File: src/rtl/eng_state_pkg.sv
package eng_state_pkg;

    typedef enum logic [1:0] {
        ST_RESET = 2'd0,
        ST_RUN   = 2'd1,
        ST_PAUSE = 2'd3
    } eng_st_e;

    typedef enum logic [1:0] {
        PH_IDLE = 2'd0,
        PH_BUS  = 2'd1,
        PH_SER  = 2'd2
    } settle_ph_e;

    localparam int RD_VALID_BIT = 2;
    localparam int RD_ERR_BIT   = 3;
    localparam int RD_MGEN_BIT  = 4;

    function automatic logic code_legal(input logic [1:0] code);
        return code != 2'd2;
    endfunction

endpackage

File: src/rtl/settle_timer.sv
module settle_timer
    import eng_state_pkg::*;
#(
    parameter int BUS_CYC = 3,
    parameter int SER_CYC = 3,
    parameter int SER_DIV = 2
) (
    input  logic clk,
    input  logic rst_n,
    input  logic start,
    output logic done
);
    localparam int BW = $clog2(BUS_CYC + 1);
    localparam int SW = $clog2(SER_CYC + 1);
    localparam int DW = $clog2(SER_DIV + 1);

    typedef struct packed {
        settle_ph_e    ph;
        logic [BW-1:0] bcnt;
        logic [SW-1:0] scnt;
        logic [DW-1:0] dcnt;
    } tmr_t;

    tmr_t tmr_q, tmr_d;
    logic done_c;

    always_comb begin
        tmr_d  = tmr_q;
        done_c = 1'b0;
        case (tmr_q.ph)
            PH_BUS: begin
                if (tmr_q.bcnt == '0) begin
                    tmr_d.ph   = PH_SER;
                    tmr_d.scnt = SW'(SER_CYC - 1);
                    tmr_d.dcnt = DW'(SER_DIV - 1);
                end else begin
                    tmr_d.bcnt = tmr_q.bcnt - 1'b1;
                end
            end
            PH_SER: begin
                if (tmr_q.dcnt == '0) begin
                    if (tmr_q.scnt == '0) begin
                        done_c   = 1'b1;
                        tmr_d.ph = PH_IDLE;
                    end else begin
                        tmr_d.scnt = tmr_q.scnt - 1'b1;
                        tmr_d.dcnt = DW'(SER_DIV - 1);
                    end
                end else begin
                    tmr_d.dcnt = tmr_q.dcnt - 1'b1;
                end
            end
            default: ;
        endcase
        if (start) begin
            tmr_d.ph   = PH_BUS;
            tmr_d.bcnt = BW'(BUS_CYC - 1);
            tmr_d.scnt = SW'(SER_CYC - 1);
            tmr_d.dcnt = DW'(SER_DIV - 1);
        end
    end

    always_ff @(posedge clk or negedge rst_n) begin
        if (!rst_n) begin
            tmr_q <= '{ph: PH_IDLE, bcnt: '0, scnt: '0, dcnt: '0};
        end else begin
            tmr_q <= tmr_d;
        end
    end

    assign done = done_c;


    bus_to_ser_chk: assert property (@(posedge clk) disable iff (!rst_n)
        (tmr_q.ph == PH_BUS && !start) |=> (tmr_q.ph != PH_IDLE));

endmodule

File: src/rtl/eng_state_decode.sv
module eng_state_decode
    import eng_state_pkg::*;
(
    input  eng_st_e cur,
    output logic    run_en,
    output logic    pause_hold,
    output logic    eng_clr
);
    always_comb begin
        run_en     = 1'b0;
        pause_hold = 1'b0;
        eng_clr    = 1'b0;
        case (cur)
            ST_RUN:   run_en     = 1'b1;
            ST_PAUSE: pause_hold = 1'b1;
            default:  eng_clr    = 1'b1;
        endcase
    end
endmodule

File: src/rtl/eng_state_ctrl.sv
module eng_state_ctrl
    import eng_state_pkg::*;
#(
    parameter int BUS_CYC = 3,
    parameter int SER_CYC = 3,
    parameter int SER_DIV = 2
) (
    input  logic       clk,
    input  logic       rst_n,
    input  logic       st_wr,
    input  logic [1:0] st_wdata,
    input  logic       sw_rst,
    input  logic       mgen_wr,
    input  logic       mgen_data,
    output logic [7:0] state_rd,
    output logic       run_en,
    output logic       pause_hold,
    output logic       eng_clr
);
    typedef struct packed {
        eng_st_e cur;
        eng_st_e pend;
        logic    valid;
        logic    err;
        logic    mgen;
    } ctl_t;

    ctl_t ctl_q, ctl_d;
    logic accept, tmr_start, tmr_done;

    settle_timer #(
        .BUS_CYC(BUS_CYC),
        .SER_CYC(SER_CYC),
        .SER_DIV(SER_DIV)
    ) u_tmr (
        .clk   (clk),
        .rst_n (rst_n),
        .start (tmr_start),
        .done  (tmr_done)
    );

    always_comb begin
        ctl_d     = ctl_q;
        accept    = st_wr && ctl_q.valid && code_legal(st_wdata) && !sw_rst;
        tmr_start = accept || sw_rst;
        if (sw_rst) begin
            ctl_d.cur   = ST_RESET;
            ctl_d.pend  = ST_RESET;
            ctl_d.valid = 1'b0;
            ctl_d.err   = 1'b0;
            ctl_d.mgen  = 1'b0;
        end else begin
            if (accept) begin
                ctl_d.pend  = eng_st_e'(st_wdata);
                ctl_d.valid = 1'b0;
            end else if (st_wr) begin
                ctl_d.err = 1'b1;
            end
            if (tmr_done && !ctl_q.valid) begin
                ctl_d.cur   = ctl_q.pend;
                ctl_d.valid = 1'b1;
            end
            if (mgen_wr) begin
                ctl_d.mgen = mgen_data;
            end
        end
    end

    always_ff @(posedge clk or negedge rst_n) begin
        if (!rst_n) begin
            ctl_q <= '{cur: ST_RESET, pend: ST_RESET, valid: 1'b1,
                       err: 1'b0, mgen: 1'b0};
        end else begin
            ctl_q <= ctl_d;
        end
    end

    eng_state_decode u_dec (
        .cur        (ctl_q.cur),
        .run_en     (run_en),
        .pause_hold (pause_hold),
        .eng_clr    (eng_clr)
    );

    always_comb begin
        state_rd               = '0;
        state_rd[1:0]          = ctl_q.cur;
        state_rd[RD_VALID_BIT] = ctl_q.valid;
        state_rd[RD_ERR_BIT]   = ctl_q.err;
        state_rd[RD_MGEN_BIT]  = ctl_q.mgen;
    end


    drop_valid_chk: assert property (@(posedge clk) disable iff (!rst_n)
        (st_wr && state_rd[RD_VALID_BIT] && st_wdata != 2'd2 && !sw_rst)
        |=> !state_rd[RD_VALID_BIT]);


    done_when_pending_chk: assert property (@(posedge clk) disable iff (!rst_n)
        tmr_done |-> !ctl_q.valid);


    hold_old_chk: assert property (@(posedge clk) disable iff (!rst_n)
        (!ctl_q.valid && !tmr_done && !sw_rst) |=> $stable(ctl_q.cur));


    late_write_chk: assert property (@(posedge clk) disable iff (!rst_n)
        (st_wr && !state_rd[RD_VALID_BIT] && !sw_rst) |=> state_rd[RD_ERR_BIT]);


    onehot_gate_chk: assert property (@(posedge clk) disable iff (!rst_n)
        $onehot({run_en, pause_hold, eng_clr}));


    swrst_chk: assert property (@(posedge clk) disable iff (!rst_n)
        sw_rst |=> (state_rd[4:0] == 5'b00000));


    sticky_err_chk: assert property (@(posedge clk) disable iff (!rst_n)
        (state_rd[RD_ERR_BIT] && !sw_rst) |=> state_rd[RD_ERR_BIT]);

endmodule

File: config.mk
export PLATFORM = sky130hd
export DESIGN_NAME = eng_state_ctrl
export DESIGN_NICKNAME = d
export VERILOG_FILES = /design/src/rtl/eng_state_pkg.sv /design/src/rtl/settle_timer.sv /design/src/rtl/eng_state_decode.sv /design/src/rtl/eng_state_ctrl.sv
export SDC_FILE = /design/constraint.sdc
export NUM_CORES = 1
export LEC_CHECK = 0
export CORE_UTILIZATION = 51
export CTS_BUF_LIST = sky130_fd_sc_hd__clkbuf_4 sky130_fd_sc_hd__clkbuf_8 sky130_fd_sc_hd__clkbuf_16
export CTS_CLUSTER_DIAMETER = 150
export DETAILED_ROUTE_END_ITERATION = 7
export GPL_TIMING_DRIVEN = 0
export PLACE_DENSITY_LB_ADDON = 0.12
export SLEW_MARGIN = 20
export SYNTH_ARGS = -nofsm -noshare
export SYNTH_HDL_FRONTEND = slang
export SYNTH_SLANG_ARGS = --single-unit
File: constraint.sdc
create_clock -name clk -period 2.7 [get_ports clk]
set_clock_uncertainty 0.1 [all_clocks]
set_input_delay 0.27 -clock clk [delete_from_list [all_inputs] [get_ports clk]]
set_output_delay 0.27 -clock clk [all_outputs]
set_load 0.01 [all_outputs]
Yosys cells after proc, flatten, opt, wreduce, memory -nomap -nowiden
Index checks and enable logic that the tools add are counted.

storage, ports and cells
  bits of input ports = 8
  register bits = 15
  output and inout port bits = 11

operators by class
  muxes and demuxes = 25
  equality and inequality tests = 12
  add/sub/neg operators = 3
  reductions and logical operators = 23

operators by type and width
  cell                   count
  $mux W2                8
  $mux W1                10
  $reduce_bool A2 Y1     5
  $ne A3 B2 Y1 const B   3
  $mux W4                2
  $mux W8                1
  $pmux W4 S2            1
  $reduce_and A4 Y1      2
  $mux W7                1
  $logic_not A2 Y1       3
  $ne A2 B2 Y1 const B   3
  $reduce_bool A3 Y1     2
  $sub A2 B1 Y2 const B  3
  $eq A2 B1 Y1 const B   2
  $eq A2 B2 Y1 const B   2
  $logic_and A1 B1 Y1    4
  $ne A4 B4 Y1 const B   1
  $pmux W2 S2            1
  $reduce_and A2 Y1      2
  $mux W3                1
  $ne A3 B3 Y1 const B   1
  $reduce_and A3 Y1      1
  $logic_not A1 Y1       2
  $reduce_or A2 Y1       1
  $logic_or A1 B1 Y1     1

Logic depth before layout (Yosys ltp)
Gate-level depths: netlist of run 1.

  word-level depth = 7
  depth in mapped cells = 5
  depth with buffers taken out = 5

By module
A second synthesis of run 1 with hierarchy kept.

second synthesis, totals
  cells, all modules = 85
  area, all modules = 832.0 sq um

modules (own cells, without submodules)
  module            cells each  instances  sequential area each (sq um)  area each (sq um)
  settle_timer      43          1          200.2                         427.9
  eng_state_ctrl    39          1          176.4                         384.1
  eng_state_decode  3           1          0.0                           20.0

Least setup slack after synthesis of run 1
OpenSTA, ideal clock, no wires.

  kind = register -> register
  start = register u_tmr.tmr_q[2] in the netlist's numbering
  end = register ctl_q (netlist bit state_rd[1])
  setup time = 0.127 ns
  data required time = 2.473 ns
  arrival = 1.192 ns
  stages on the path, launching flop included = 6
  buffers on the path = 0
  setup slack = 1.282 ns
  cells stage by stage = dfrtp_1 > inv_2 > ha_1 > or3b_1 > o31ai_1 > a21oi_1

between the ends
  longest elaborated chain between the ends = 6

ends and longest elaborated chain
  what                          line                  RTL
  start: declaration            settle_timer.sv:24    tmr_t tmr_q, tmr_d;
  start signal: assignment      settle_timer.sv:65    tmr_q <= '{ph: PH_IDLE, bcnt: '0, scnt: '0, dcnt: '0};
  start signal: assignment      settle_timer.sv:67    tmr_q <= tmr_d;
  $logic_not A2 Y1              settle_timer.sv:42    if (tmr_q.scnt == '0) begin
  $mux W1                       settle_timer.sv:42
  $mux W1                       settle_timer.sv:41    if (tmr_q.dcnt == '0) begin
  $mux W1                       settle_timer.sv:30    case (tmr_q.ph)
  $logic_and A1 B1 Y1           eng_state_ctrl.sv:59  if (tmr_done && !ctl_q.valid) begin
  $reduce_bool A2 Y1 (no line)  -
  end signal: assignment        eng_state_ctrl.sv:71  ctl_q <= '{cur: ST_RESET, pend: ST_RESET, valid: 1'b1,
  end signal: assignment        eng_state_ctrl.sv:74  ctl_q <= ctl_d;
  end: declaration              eng_state_ctrl.sv:28  ctl_t ctl_q, ctl_d;

No other way between the ends.
A chain may end at the register's enable or synchronous reset.

Worst setup path in the final report of run 1
  start = register ctl_q (netlist bit state_rd[2])
  end = output port state_rd[2]

RTL lines
  what              line                  RTL
  end: declaration  eng_state_ctrl.sv:15  output logic [7:0] state_rd,

No word-level cell between the ends.

==> impl_metrics.toml, run 1 <==
[detailed_routing]
dr.pass1.iters = 4
route.detailed.drc = 0
ant_nets = 0
vias_per_cell = 5.426
vias = 662
drtIter0Drc = 9
wire_per_inst_um = 12.47
totalWireLength_um = 1521

[global_route]
grt_antenna_before_repair = 0
grt_use_total = 0.1989
first_global_vias = 596
grt_max_degree = 16
gr-total-overflow = 0
grt_first_pass_wirelength_um = 2559

[floorplan]
initial_utilization = 0.5432
die_area_mm2 = 0.001769
ios = 19
die_h_um = 42.06
fp.dieW_um = 42.06
rows = 14
core_mm2 = 0.001506

[setup_path]
worstSetupPathType = "reg -> out"
r2r_slack_ns = 1.20
crit_start = "state_rd[2]"
endpoint = "state_rd[2]"
rr_worst_depth = 5
cp_data_arrival_time_ns = 1.55
endpoint_kind = "output port"
crit_path_max_fanout = 7
cp_data_required_time_ns = 2.33
reg2reg_from = "u_tmr.tmr_q[3]"
rr_endpoint = "state_rd[1]"
start_kind = "register"

[sta]
finalSetupTns_ns = 0
finalHoldViolCount = 0
finalSetupViolations = 0
grt_setup_unrepaired = "no"
min_period_ns = 1.916
tightest_slew_ns = 0.6596
slew_violations = 0
fmax_ghz = 0.5220
finalCritPeriodShare = 0.7096
maxSlewHeadroom = 0.5589

[clock_tree]
postCtsSetupRepairBufs = 0
clk_latency_ns = 0.29
cts_root_buf = "clkbuf_4"
cts_num_sinks = 15
cts_buffers = 3
clkSlewWorstSetupHoldPaths_ns = 0.09
holdBufCountCts = 0
clock_path_buffers = 2
cts_resized = 0
htree_num_levels = 1
cts_tree = "yes"

[final_layout]
final_cell_mix = "clkdlybuf4s50_1 (15), dfrtp_1 (14), buf_4 (8), nor3_1 (6), inv_1 (5)"
area_growth_pct = 25.08
post-route-util = 0.6794
fin_nets = 117
drive_gt1_frac = 0.1792
fill_cells = 128
layout.cells.most_common = "clkdlybuf4s50_1"
diodes = 0

[synthesis]
yosys.area_share.simple = 0.2217
synth-seq-area-share = 0.4602
yosys_warnings = 0
synth-compound-area-share = 0.1544
synth_area_per_cell_um2 = 9.627
synth.area.mux_share = 0.01223
ys_seq_elements = 15
synth-xor-area-share = 0.01070
netlist_area_um2 = 818.3
synth_top_family_by_area = "simple AND/OR/NAND/NOR gates"
syn_inst = 85
synthAdderAreaFrac = 0.03058
ys_types = 33

[run]
maxCapViolCount = 0

[hold_path]
hp-class = "in -> async"

[pwr]
powerDensity_mw_per_mm2 = 552.9
ir_worst_vdd_mv = 0.3739
p_leak_nw = 0.4519

[placement]
dp_hpwl_um = 1138
portBuffers = 15
gp_congestion = 0.8119

[status]
status = "finished clean"
-- critical path: stages (launching register included) --
cell             delay (ns)
dfstp_2                0.61
buf_4                  0.12
clkdlybuf4s50_1        0.52
-- final cells by class --
class | count | area [µm²] | share of cell area
flip-flops and latches | 15 | 376.6 | 0.3680
multi-input cells | 57 | 362.8 | 0.3545
repair buffers | 15 | 150.1 | 0.1467
plain buffers | 8 | 60.06 | 0.05868
inverters | 7 | 26.28 | 0.02567
clock buffers | 3 | 22.52 | 0.02200
well taps | 16 | 20.02 | 0.01956
clock inverters | 1 | 5.005 | 0.004890
-- routing by layer --
layer,GRT usage,vias to the layer above,part of all wire
li1,-,330,-
met3,0.05172,5,0.045
met1,0.2550,313,0.46
met4,0.1125,0,0.029
met5,0,-,0
met2,0.3063,14,0.47
-- cells by family (layout without fill, tap and decap cells) --
| family | count (synthesis) | after routing |
|---|---|---|
| flops | 15 | 15 |
| compound gates | 20 | 20 |
| buf+inv | 15 | 34 |
| mux | 1 | 1 |
| xor+xnor | 1 | 1 |
| simple gates | 30 | 30 |
| other cells | 1 | 3 |
| fa+ha+maj | 2 | 2 |
-- where the power goes --
part | total [mW] | switching [mW] | leakage, nW | internal [mW]
registers | 0.280 | 0.0283 | 0.183 | 0.251
logic | 0.155 | 0.0779 | 0.251 | 0.0770
clock network | 0.131 | 0.0762 | 0.0177 | 0.0551
total | 0.566 | 0.182 | 0.452 | 0.383
-- synthesized netlist by cell type (all sizes together) --
library cell   n  area [µm²]
a32o           1       10.01
ha             2       25.02
xnor2          1       8.760
dfstp          1       26.28
nand2b         1       6.260
dfrtp         14       350.3
and2b          1       7.510
and3           1       6.260
or3b           2       17.52
o21a           2       15.01
a22o           1       8.760
a21o           1       7.510
nand2          4       17.52
nor2           4       15.01
nand3          4       20.02
mux2i          1       10.01
nor3           6       30.03
o211ai         1       7.510
and2           1       6.260
a31oi          2       12.51
nor3b          2       25.02
nor2b          1       8.760
or3            2       12.51
inv            7       26.28
o31ai          2       15.01
and3b          1       8.760
buf            8       60.06
a21oi          4       20.02
conb           1       3.750
o21ai          6       30.02
-- worst min path at each step --
stage                          end  slack, ns  depth (start not counted)
floorplan                 ctl_q[3]      -0.13                          0
global placement    u_tmr.tmr_q[5]       0.39                          2
detailed placement     state_rd[3]       0.41                          1
CTS                    state_rd[0]       0.30                          1
global route           state_rd[4]       0.34                          1
finish                    ctl_q[3]       0.28                          1
-- registers in the layout (all words and copies together) (netlist names) --
register     cells
u_tmr.tmr_q      8
state_rd         5
ctl_q            2
-- per-stage QoR --
stage | area [µm²] | hold WS [ns] | total power, mW | instances | setup WS (ns)
final | 1023 | 0.2779 | 0.5659 | 122 | 0.7842
after global routing | 1023 | 0.3360 | 0.6083 | 122 | 0.7264
after CTS | 1023 | 0.2966 | 0.5726 | 122 | 0.7687
after detailed placement | 996.0 | 0.4075 | 0.4402 | 118 | 1.041
after global placement | 996.0 | 0.3908 | 0.4312 | 118 | 1.063
after floorplan | 825.8 | -0.1256 | 0.3914 | 87 | 1.282
(Power assumes the default switching activity.)
==> inputs of run 2 (changes only) <==
--- a/config.mk
+++ b/config.mk
@@ -5,7 +5,7 @@
 export SDC_FILE = /design/constraint.sdc
 export NUM_CORES = 1
 export LEC_CHECK = 0
-export CORE_UTILIZATION = 51
+export CORE_UTILIZATION = 43
 export CTS_BUF_LIST = sky130_fd_sc_hd__clkbuf_4 sky130_fd_sc_hd__clkbuf_8 sky130_fd_sc_hd__clkbuf_16
 export CTS_CLUSTER_DIAMETER = 150
 export DETAILED_ROUTE_END_ITERATION = 7
==> constraint.sdc (replaced) <==
create_clock -name clk -period 1.75 [get_ports clk]
set_clock_uncertainty 0.1 [all_clocks]
set_input_delay 0.175 -clock clk [delete_from_list [all_inputs] [get_ports clk]]
set_output_delay 0.175 -clock clk [all_outputs]
set_load 0.01 [all_outputs]
==> run 2 against run 1 <==
Net effect:
- die area rose by 18%
- critical path type unchanged
- non-clock buffer count rose by 1
- largest power group unchanged
- worst hold slack got worse by 0.096 ns
- clock power rose by 50%
- critical path depth rose by 1
- total power rose by 52%
- largest cell class unchanged
- sequential share of layout area fell by 0.75 points
- wire length fell by 1.1%
- critical endpoint is now run_en
==> impl_metrics.toml, run 2 (synthesized netlist as in run 1, its figures left out) <==
[pwr]
p_leak_nw = 0.4761
powerDensity_mw_per_mm2 = 824.3
ir_worst_vdd_mv = 0.7385

[setup_path]
endpoint_kind = "output port"
critPathBufInv = 2
r2r_slack_ns = 0.20
reg2reg_from = "u_tmr.tmr_q[2]"
crit_path_max_fanout = 3
start_kind = "register"
crit_start = "state_rd[0]"
crit_family = "buffers and inverters"
cp_slowest_cell = "clkdlybuf4s50_1"
cp_data_arrival_time_ns = 1.37
worstPathCellList = "inv_1 -> nor2_1 -> clkdlybuf4s50_1"
cp_data_required_time_ns = 1.47
worstSetupPathType = "reg -> out"
slowest_delay_ns = 0.54

[floorplan]
die_h_um = 45.63
ios = 19
die_area_mm2 = 0.002082
fp.dieW_um = 45.63
core_mm2 = 0.001764
initial_utilization = 0.4638
rows = 15

[final_layout]
diodes = 0
area_growth_pct = 27.68
drive_gt1_frac = 0.1869
fin_nets = 118
largest_register_ffs = 8
largest-register = "u_tmr.tmr_q"
final_cell_mix = "dfrtp_1 (14), clkdlybuf4s50_1 (14), buf_4 (9), nor3_1 (6), inv_1 (5)"

[global_route]
first_global_vias = 596
grt_use_total = 0.1767
grt_antenna_before_repair = 0
grt_max_degree = 16
gr-total-overflow = 0
grt_first_pass_wirelength_um = 2573

[hold_path]
hp-class = "in -> async"

[clock_tree]
htree_num_levels = 1
clock_path_buffers = 2
cts_buffers = 3
cts_root_buf = "clkbuf_4"
cts_num_sinks = 15
cts_tree = "yes"
clkSlewWorstSetupHoldPaths_ns = 0.09
clk_latency_ns = 0.28

[status]
status = "finished clean"

[detailed_routing]
ant_nets = 0
wire_per_inst_um = 11.40
drtIter0Drc = 7
dr.pass1.iters = 3
route.detailed.drc = 0
vias_per_cell = 4.924
vias = 650
totalWireLength_um = 1505

[sta]
min_period_ns = 1.641
grt_setup_unrepaired = "no"
finalHoldViolCount = 0
finalCritPeriodShare = 0.9377
slew_violations = 0
layout_setup_ws_ns = 0.1090
tightest_slew_ns = 0.6568
fmax_ghz = 0.6094
finalSetupTns_ns = 0
maxSlewHeadroom = 0.5607
finalSetupViolations = 0

[placement]
place_ws_ns = 0.2053
dp_hpwl_um = 1145
gp_congestion = 0.7098
portBuffers = 15

[run]
maxCapViolCount = 0
## run 2: cell count changes in the layout (fill, tap and decap cells not counted)
cell | previous run | this run
buf_4 | 8 | 9
clkdlybuf4s50_1 | 15 | 14
dlymetal6s2s_1 | 0 | 1
## run 2: metrics by stage
| stage | hold slack, ns | area, µm² | cells | total power [mW] | utilization |
|---|---|---|---|---|---|
| after floorplan | -0.2206 | 825.8 | 87 | 0.6038 | - |
| after global placement | 0.3918 | 1007 | 127 | 0.6679 | 0.5709 |
| after detailed placement | 0.4008 | 1007 | 127 | 0.6755 | 0.5709 |
| after CTS | 0.2076 | 1042 | 132 | 0.8782 | 0.5908 |
| after global routing | 0.2435 | 1045 | 132 | 0.9269 | 0.5922 |
| final | 0.1821 | 1045 | 132 | 0.8612 | 0.5922 |
## run 2: where the power goes
group,switching (mW),total (mW),internal [mW]
clock,0.111,0.196,0.0848
combinational,0.118,0.237,0.119
sequential,0.0412,0.429,0.388
total,0.270,0.861,0.591
## run 2: final cells by class
cell class	count	area [µm²]
fillers	165	719.4
flip-flops and latches	15	376.6
multi-input cells	57	362.8
repair buffers	16	160.2
plain buffers	8	60.06
well taps	25	31.28
inverters	7	26.28
clock buffers	3	22.52
clock inverters	1	5.005
## run 2: final timing paths
| check | depth (start not counted) | endpoint |
|---|---|---|
| hold / removal | 1 | u_tmr.tmr_q[2] |
| setup / recovery | 3 | run_en |
| hold reg to reg | 2 | u_tmr.tmr_q[5] |
| max in group asynchronous | 1 | u_tmr.tmr_q[7] |
| setup reg to reg | 5 | state_rd[1] |
| min in group clk | 3 | state_rd[4] |
## run 2: routing by layer
metal,up-vias,routed length (µm),GRT usage
met5,-,0,0
met4,0,18,0.07273
li1,334,-,-
met2,12,713,0.2800
met3,2,48,0.05952
met1,302,725,0.2186
## run 2: repair_timing
| item | 4_1_cts | 5_1_grt |
|---|---|---|
| buffers inserted | 1 | 0 |
| hold buffers | 0 | 0 |
| resized for setup | 0 | 1 |
| setup endpoints to repair | 1 | 1 |
==> inputs of run 3 (changes only) <==
--- a/config.mk
+++ b/config.mk
@@ -8,6 +8,7 @@
 export CORE_UTILIZATION = 43
 export CTS_BUF_LIST = sky130_fd_sc_hd__clkbuf_4 sky130_fd_sc_hd__clkbuf_8 sky130_fd_sc_hd__clkbuf_16
 export CTS_CLUSTER_DIAMETER = 150
+export CTS_CLUSTER_SIZE = 40
 export DETAILED_ROUTE_END_ITERATION = 7
 export GPL_TIMING_DRIVEN = 0
 export PLACE_DENSITY_LB_ADDON = 0.12
==> constraint.sdc (replaced) <==
create_clock -name clk -period 1.75 [get_ports clk]
set_clock_uncertainty 0.1 [all_clocks]
set_input_delay 0.175 -clock clk [delete_from_list [all_inputs] [get_ports clk]]
set_output_delay 0.175 -clock clk [all_outputs]
set_load 0.1 [all_outputs]
==> run 3 against run 2 <==
Net effect:
- worst hold slack better by 0.010 ns
- count of clock-buffer cells in the layout is 1 higher
- first-iteration DRC count is 100% higher
- cell area is 0.60% higher
- clock power is 9% higher
- sequential power hardly changed
- sequential cell count stayed put
- via count is 0.46% higher
- critical path type unchanged
- largest power group unchanged
==> impl_metrics.toml, run 3 (synthesized netlist as in run 1, its figures left out) <==
[setup_path]
crit_path_max_fanout = 4
cp_data_required_time_ns = 1.47
endpoint_kind = "output port"
reg2reg_from = "u_tmr.tmr_q[2]"
rr_worst_depth = 5
rr_endpoint = "state_rd[1]"
cp_data_arrival_time_ns = 1.41
start_kind = "register"
r2r_slack_ns = 0.22
worstSetupPathType = "reg -> out"

[sta]
finalCritPeriodShare = 0.9645
finalHoldViolCount = 0
whs_ns = 0.1921
tightest_slew_ns = 0.6613
layout_setup_ws_ns = 0.06208
slew_violations = 0
finalSetupViolations = 0
grt_setup_unrepaired = "no"
finalSetupTns_ns = 0
min_period_ns = 1.688
fmax_ghz = 0.5924
maxSlewHeadroom = 0.5577

[final_layout]
layout.cells.most_common = "dfrtp_1"
largest_register_ffs = 8
stdcell_area_mm2 = 0.001051
layout.area.seq_um2 = 376.6
multi_input_area_um2 = 370.4
final_cell_mix = "dfrtp_1 (14), buf_4 (9), clkdlybuf4s50_1 (7), clkdlybuf4s15_2 (7), nor3_1 (6)"
largest-register = "u_tmr.tmr_q"
diodes = 0
area_growth_pct = 28.44
fill_cells = 170
fin_nets = 117
post-route-util = 0.5957
fin_cells = 131
drive_gt1_frac = 0.2642

[clock_tree]
cts_root_buf = "clkbuf_4"
cts_tree = "yes"
clkSlewWorstSetupHoldPaths_ns = 0.09
clk_latency_ns = 0.28
cts_num_sinks = 15
htree_num_levels = 1
holdBufCountCts = 0
clock_path_buffers = 2
cts_buffers = 3

[pwr]
p_comb_frac = 0.309
power_switching_mw = 0.3216
powerDensity_mw_per_mm2 = 886.1
ir_worst_vdd_mv = 0.5436
internal-power_mw = 0.6097
sw_frac_of_total = 0.3453
seq_power_share = 0.463
power_frac_clock = 0.228
finalPower_mw = 0.9313
p_leak_nw = 0.4584

[global_route]
grt_antenna_before_repair = 0
grt_max_degree = 16
busiest_layer = "met2"
first_global_vias = 625
grt_util_met1 = 0.2424
gr-total-overflow = 0
met3_usage = 0.03571
grt_first_pass_wirelength_um = 2725
grt_use_total = 0.1861
grt_util_met2 = 0.2943

[placement]
place_ws_ns = -0.3486
dp_hpwl_um = 1205
gp_congestion = 0.7102
place_area_mm2 = 0.001015
place_inst = 127
portBuffers = 15

[detailed_routing]
vias = 653
dr.pass1.iters = 4
wire_per_inst_um = 11.95
totalWireLength_um = 1565
vias_per_cell = 4.985
route.detailed.drc = 0
ant_nets = 0
drtIter0Drc = 14

[floorplan]
rows = 15
die_area_mm2 = 0.002082
initial_utilization = 0.4638
die_h_um = 45.63
ios = 19
fp.dieW_um = 45.63
core_mm2 = 0.001764

[hold_path]
hp-class = "in -> async"

[run]
maxCapViolCount = 0

[status]
status = "finished clean"
[run 3: critical path: stages, from the launching register on]
cell and delay [ns]:
dfrtp_1 0.43, and2_1 0.15, clkdlybuf4s15_2 0.55
[run 3: power groups by stage]
stage / clock network (mW) / logic (mW) / registers, mW
final: 0.213 / 0.288 / 0.431
after floorplan: 0 / 0.227 / 0.426
after global placement: 0 / 0.282 / 0.434
after global routing: 0.235 / 0.325 / 0.437
after CTS: 0.212 / 0.293 / 0.430
after detailed placement: 0 / 0.292 / 0.437
[run 3: layer usage]
layer	wire [µm]	up-vias
met5	0	-
met4	29	0
met3	39	4
met2	755	13
met1	741	307
li1	-	329
[run 3: final cells by class]
type | count | area share
well taps | 25 | 0.02976
clock buffers | 4 | 0.02857
plain buffers | 8 | 0.05714
inverters | 7 | 0.02500
multi-input cells | 57 | 0.3524
flip-flops and latches | 15 | 0.3583
repair buffers | 15 | 0.1488
[run 3: worst max-delay path by stage]
stage	from	end	slack, ns	cells after the start
3_5_place_dp	state_rd[2]	state_rd[2]	-0.35	2
5_1_grt	state_rd[1]	pause_hold	0.002	2
3_3_place_gp	state_rd[2]	state_rd[2]	-0.35	2
2_1_floorplan	state_rd[0]	run_en	0.08	2
4_1_cts	state_rd[1]	pause_hold	0.05	2
6_report	state_rd[1]	pause_hold	0.06	2
[run 3: repair_timing]
item	in CTS	in global routing
setup endpoints to repair	8	0
resized for setup	25	0
setup buffers	0	0
